--- config.mk ---
export PLATFORM = sky130hd
export DESIGN_NAME = fe_ctrl
export DESIGN_NICKNAME = d
export VERILOG_FILES = /design/src/rtl/fe_pkg.sv /design/src/rtl/fe_bus_capture.sv /design/src/rtl/fe_blk_addr.sv /design/src/rtl/fe_erase_timer.sv /design/src/rtl/fe_ctrl.sv
export SDC_FILE = /design/constraint.sdc
export NUM_CORES = 1
export LEC_CHECK = 0
export CAP_MARGIN = 15
export CORE_ASPECT_RATIO = 1.4
export CORE_MARGIN = 1.5
export CORE_UTILIZATION = 51
export CTS_BUF_LIST = sky130_fd_sc_hd__clkbuf_4 sky130_fd_sc_hd__clkbuf_8 sky130_fd_sc_hd__clkbuf_16
export DETAILED_ROUTE_END_ITERATION = 8
export GPL_TIMING_DRIVEN = 0
export PLACE_DENSITY = 0.82
export SYNTH_ARGS = -nofsm -noshare
export SYNTH_HDL_FRONTEND = slang
export SYNTH_SLANG_ARGS = --single-unit
--- constraint.sdc ---
create_clock -name clk_i -period 3.3 [get_ports clk_i]
set_input_delay 0.66 -clock clk_i [delete_from_list [all_inputs] [get_ports clk_i]]
set_output_delay 0.66 -clock clk_i [all_outputs]
set_load 0.1 [all_outputs]
--- src/rtl/fe_pkg.sv ---
package fe_pkg;
  typedef enum logic [1:0] {ST_IDLE, ST_SETUP, ST_BUSY, ST_SUSP} fe_state_e;
  localparam logic [7:0] CMD_SETUP   = 8'h60;
  localparam logic [7:0] CMD_CONFIRM = 8'hD0;
  localparam logic [7:0] CMD_SUSPEND = 8'hB0;
  localparam logic [7:0] CMD_RESET   = 8'hFF;
endpackage

--- src/rtl/fe_bus_capture.sv ---
module fe_bus_capture #(
  parameter int unsigned DW = 8
) (
  input  logic          clk_i,
  input  logic          rst_ni,
  input  logic          we_i,
  input  logic          cle_i,
  input  logic          ale_i,
  input  logic [DW-1:0] io_i,
  output logic          cmd_stb_o,
  output logic          adr_stb_o,
  output logic [DW-1:0] byte_o
);
  logic we_q;
  logic rise;

  always_ff @(posedge clk_i or negedge rst_ni) begin
    if (!rst_ni) we_q <= 1'b0;
    else         we_q <= we_i;
  end

  assign rise      = we_i & ~we_q;
  assign cmd_stb_o = rise & cle_i;
  assign adr_stb_o = rise & ale_i & ~cle_i;  // command strobe wins
  assign byte_o    = io_i;
endmodule

--- src/rtl/fe_blk_addr.sv ---
module fe_blk_addr #(
  parameter int unsigned ADDR_CYC = 2,
  parameter int unsigned BLK_W    = 10,
  parameter int unsigned BLK_LSB  = 4,
  localparam int unsigned IDX_W   = $clog2(ADDR_CYC + 1)
) (
  input  logic             clk_i,
  input  logic             rst_ni,
  input  logic             we_i,
  input  logic [IDX_W-1:0] idx_i,
  input  logic [7:0]       byte_i,
  output logic [BLK_W-1:0] blk_o
);
  logic [BLK_W-1:0] blk_q;
  logic             unused_byte_bits;

  assign unused_byte_bits = ^byte_i;

  // each block bit picks its source byte and bit from its position in the address stream
  for (genvar b = 0; b < BLK_W; b++) begin : g_bit
    localparam int unsigned POS = BLK_LSB + b;
    always_ff @(posedge clk_i or negedge rst_ni) begin
      if (!rst_ni) blk_q[b] <= 1'b0;
      else if (we_i && idx_i == IDX_W'(POS / 8)) blk_q[b] <= byte_i[POS % 8];
    end
  end

  assign blk_o = blk_q;
endmodule

--- src/rtl/fe_erase_timer.sv ---
module fe_erase_timer #(
  parameter int unsigned CYCLES = 40,
  localparam int unsigned CNT_W = $clog2(CYCLES + 1)
) (
  input  logic clk_i,
  input  logic rst_ni,
  input  logic clr_i,
  input  logic load_i,
  input  logic run_i,
  output logic last_o
);
  logic [CNT_W-1:0] cnt_q;

  always_ff @(posedge clk_i or negedge rst_ni) begin
    if (!rst_ni)     cnt_q <= '0;
    else if (clr_i)  cnt_q <= '0;
    else if (load_i) cnt_q <= CNT_W'(CYCLES);
    else if (run_i)  cnt_q <= cnt_q - CNT_W'(1);
  end

  assign last_o = (cnt_q == CNT_W'(1));
endmodule

--- src/rtl/fe_ctrl.sv ---
module fe_ctrl
  import fe_pkg::*;
#(
  parameter int unsigned ERASE_CYCLES = 40,
  parameter int unsigned ADDR_CYC     = 2,
  parameter int unsigned BLK_W        = 10,
  parameter int unsigned BLK_LSB      = 4
) (
  input  logic             clk_i,
  input  logic             rst_ni,
  input  logic             we_i,
  input  logic             cle_i,
  input  logic             ale_i,
  input  logic [7:0]       io_i,
  input  logic             fail_inj_i,
  output logic             rdy_o,
  output logic [7:0]       status_o,
  output logic             blk_vld_o,
  output logic [BLK_W-1:0] blk_o
);
  localparam int unsigned IDX_W = $clog2(ADDR_CYC + 1);

  logic             cmd_stb, adr_stb;
  logic [7:0]       bus_byte;
  fe_state_e        state_q, state_d;
  logic [IDX_W-1:0] adr_n_q, adr_n_d;
  logic             adr_we, tmr_ld, tmr_run, tmr_clr, tmr_last;
  logic             done, rst_cmd, fail_q;

  fe_bus_capture #(.DW(8)) i_bus (
    .clk_i, .rst_ni, .we_i, .cle_i, .ale_i, .io_i,
    .cmd_stb_o(cmd_stb), .adr_stb_o(adr_stb), .byte_o(bus_byte)
  );

  fe_blk_addr #(.ADDR_CYC(ADDR_CYC), .BLK_W(BLK_W), .BLK_LSB(BLK_LSB)) i_addr (
    .clk_i, .rst_ni, .we_i(adr_we), .idx_i(adr_n_q), .byte_i(bus_byte), .blk_o
  );

  fe_erase_timer #(.CYCLES(ERASE_CYCLES)) i_tmr (
    .clk_i, .rst_ni, .clr_i(tmr_clr), .load_i(tmr_ld), .run_i(tmr_run), .last_o(tmr_last)
  );

  always_comb begin
    state_d = state_q;
    adr_n_d = adr_n_q;
    adr_we  = 1'b0;
    tmr_ld  = 1'b0;
    tmr_run = 1'b0;
    tmr_clr = 1'b0;
    done    = 1'b0;
    rst_cmd = cmd_stb && bus_byte == CMD_RESET;
    if (rst_cmd) begin
      state_d = ST_IDLE;
      tmr_clr = 1'b1;
    end else begin
      unique case (state_q)
        ST_IDLE, ST_SETUP: begin
          if (cmd_stb) begin
            if (bus_byte == CMD_SETUP) begin
              state_d = ST_SETUP;
              adr_n_d = '0;
            end else if (bus_byte == CMD_CONFIRM && state_q == ST_SETUP &&
                         adr_n_q == IDX_W'(ADDR_CYC)) begin
              state_d = ST_BUSY;
              tmr_ld  = 1'b1;
            end else begin
              state_d = ST_IDLE;
            end
          end else if (adr_stb && state_q == ST_SETUP) begin
            if (adr_n_q < IDX_W'(ADDR_CYC)) begin
              adr_we  = 1'b1;
              adr_n_d = adr_n_q + IDX_W'(1);
            end else begin
              state_d = ST_IDLE;  // too many address bytes
            end
          end
        end
        ST_BUSY: begin
          // suspend beats completion in the same cycle
          if (cmd_stb && bus_byte == CMD_SUSPEND) begin
            state_d = ST_SUSP;
          end else begin
            tmr_run = 1'b1;
            if (tmr_last) begin
              state_d = ST_IDLE;
              done    = 1'b1;
            end
          end
        end
        ST_SUSP: if (cmd_stb && bus_byte == CMD_CONFIRM) state_d = ST_BUSY;
        default: state_d = ST_IDLE;
      endcase
    end
  end

  always_ff @(posedge clk_i or negedge rst_ni) begin
    if (!rst_ni) begin
      state_q <= ST_IDLE;
      adr_n_q <= '0;
      fail_q  <= 1'b0;
    end else begin
      state_q <= state_d;
      adr_n_q <= adr_n_d;
      if (rst_cmd)   fail_q <= 1'b0;
      else if (done) fail_q <= fail_inj_i;
    end
  end

  assign rdy_o     = (state_q != ST_BUSY);
  assign blk_vld_o = (state_q == ST_BUSY) || (state_q == ST_SUSP);
  assign status_o  = {1'b0, rdy_o, state_q == ST_SUSP, 4'b0000, fail_q};
endmodule

==> qor.yml, run 1 <==
period_share_pct: 95.3
fin_nets: 177
ios: 34
syn2layout_area_growth_pct: 28.7
timing.hold.worst.class: "reg -> reg"
fin_crit_ns: 3.14
ctsHoldBuffers: 0
clkTransAtPathRegs_ns: 0.12
cts.sinks: 22
grt_max_degree: 23
reg2regPathDepth: 4
netlist_area_mm2: 0.00126
crit_fanout: 9
vias_per_cell: 5.88
cap_violations: 0
io_buffers: 28
critical_path_class: "reg -> out"
hold_end: "i_addr.blk_o[6]"
cts_buffers: 3
wl_mm: 2.82
layout_common_cells: "28 x clkdlybuf4s50_1, 22 x dfrtp_1, 10 x mux2_2, 7 x inv_1, 7 x buf_4"
gp_congestion: 0.852
synthCells: 121
required_ns: 2.64
setup_viol: 0
first_iter_violations: 25
synth_cell_types: 43
ys_warn_count: 0
drt-wirelength-per-cell_um: 15.7
syn_area_per_cell_um2: 10.4
fin_cells: 180
yosysSeqAreaShare_pct: 43.8
firstDrtPassIters: 4
drtAntennaViolNets: 0
clock_latency_ns: 0.32
max-clock-path-buffers: 2
overflow: 0
vias: 1058
rsz0062_at_grt: "false"
rows: 21
htreeDepth: 1
hold_viol: 0
fin_area_mm2: 0.00162
die_x_um: 45.0
gr-usage-all-layers_pct: 22.1
ir_drop_v: 0.000282
grt_pass1_vias: 1001
hold-worst-slack_ns: 0.518
dpl.hpwl_mm: 2.13
core_area_mm2: 0.00236
mostFrequentLayoutCell: "clkdlybuf4s50_1"
power.total_mw: 0.520
antenna_found_initial: 0
skew_ns: 0.00418
leakage_nw: 0.681
place_area_mm2: 0.00158
synth_edf_count: 0
drcViolationCount: 0
maxClockFrequency_mhz: 318
layout-drive-gt1-share_pct: 17.2
worst_pin_slew_ns: 0.987
relSlewSlack_pct: 34.0
hold_start: "i_addr.blk_o[6]"
dp_cells: 176
synth.ff_latch_count: 22
cts_tree: "yes"
grt_pass1_wl_mm: 4.41
drv_slew: 0
reg2reg_from: "state_q[1]"
synth_top_flop_cell: "dfrtp_1"
hold_path_depth: 1
worstSetupStartpointType: "flip-flop"
cts_resized: 0
setup_tns_ns: 0
arrival_ns: 2.48
cts_setup_buffers: 0
p_per_area_mw_per_mm2: 322
rrSetupSlack_ns: 1.36
start_util_pct: 53.2
end_kind: "output port"
status: "complete, no violations"
cts-root-buf: "clkbuf_4"
diodes: 0
die_area_mm2: 0.00278
ys_async_sr_fraction_pct: 100
reg2reg_to: "i_tmr.cnt_q[3]"
fp.dieH_um: 61.8
-- metal layers --
layer / vias to the layer above / share of wire, % / GRT usage (%)
li1: 502 / - / -
met4: 0 / 2.9 / 13.0
met2: 40 / 54 / 38.2
met1: 505 / 39 / 25.6
met3: 11 / 3.9 / 3.47
met5: - / 0 / 0
-- metrics by stage --
stage / util [%] / setup slack (ns)
CTS: 68.4 / 0.177
floorplan: - / 0.984
global placement: 66.9 / 0.533
finish: 68.4 / 0.156
detailed placement: 66.9 / 0.539
global route: 68.4 / 0.0135
-- area by class of cell --
cell class	instances	area, um^2
clock buffers	4	36.3
plain buffers	8	56.3
well taps	23	28.8
inverters	7	26.3
fillers	184	747
multi-input cells	88	639
repair buffers	28	280
flip-flops and latches	22	551
-- synthesized netlist by cell type (2+ instances only) --
cell type  instances  share of area (%)
a21oi_1            6                2.4
a311oi_1           2                1.4
buf_4              7                4.2
dfrtp_1           22                 44
ha_1               5                5.0
inv_1              7                2.1
mux2_2            10                9.0
nand2_1            6                1.8
nand3_1            6                2.4
nand3b_1           3                1.8
nand4_1            3                1.5
nand4b_1           2                1.4
nor2_1             5                1.5
nor3_1             3                1.2
nor4b_1            2                1.4
o21ai_0            4                1.6
xnor2_1            2                1.4
-- flip-flops by register name, summed over array words and instances (netlist names) --
| name | flops |
|---|---|
| adr_n_q | 2 |
| state_q | 2 |
| i_bus.we_q | 1 |
| i_addr.blk_o | 10 |
| i_tmr.cnt_q | 6 |
| fail_q | 1 |
-- cell families after synthesis --
group | share of synthesized area, %
and+or+nand+nor | 22.4
DFF | 43.8
AOI/OAI and AO/OA | 10.2
buffers and inverters | 6.57
muxes | 9.75
adders and majority gates | 4.98
xor gates and xnor gates | 2.09
other | 0.298
-- worst max-delay path, stage by stage (launching register included) --
cell and delay [ns]:
dfrtp_1 0.53, inv_1 0.11, nor2_1 0.28, inv_1 0.14, buf_4 0.15, clkdlybuf4s50_1 0.95
-- how the worst max path moves through the flow --
| stage | from | to | slack (ns) | cells after the start |
|---|---|---|---|---|
| detailed placement | state_q[1] | status_o[6] | 0.54 | 5 |
| finish | state_q[1] | status_o[6] | 0.16 | 5 |
| floorplan | state_q[1] | status_o[6] | 0.98 | 4 |
| global route | state_q[1] | status_o[6] | 0.01 | 5 |
| global placement | state_q[1] | status_o[6] | 0.53 | 5 |
| CTS | state_q[1] | status_o[6] | 0.18 | 5 |
-- power breakdown --
| group | internal [mW] | switching [mW] | leakage [nW] |
|---|---|---|---|
| Clock | 0.0676 | 0.0866 | 0.0210 |
| Sequential | 0.274 | 0.00401 | 0.293 |
| Combinational | 0.0295 | 0.0587 | 0.368 |
| Total | 0.371 | 0.149 | 0.681 |
Power figures use the tool's default switching activity.
==> run 2: changes to the inputs <==
- CAP_MARGIN: 15 -> default
==> results of run 2 <==
The final DEF is identical to that of run 1; final timing and power are the same.
==> run 3: changes to the inputs <==
- CTS_BUF_LIST: sky130_fd_sc_hd__clkbuf_4 sky130_fd_sc_hd__clkbuf_8 sky130_fd_sc_hd__clkbuf_16 -> default
- SKIP_CTS_REPAIR_TIMING: default -> 1
==> results of run 3 <==
The final DEF is identical to that of run 1; final timing and power are the same.
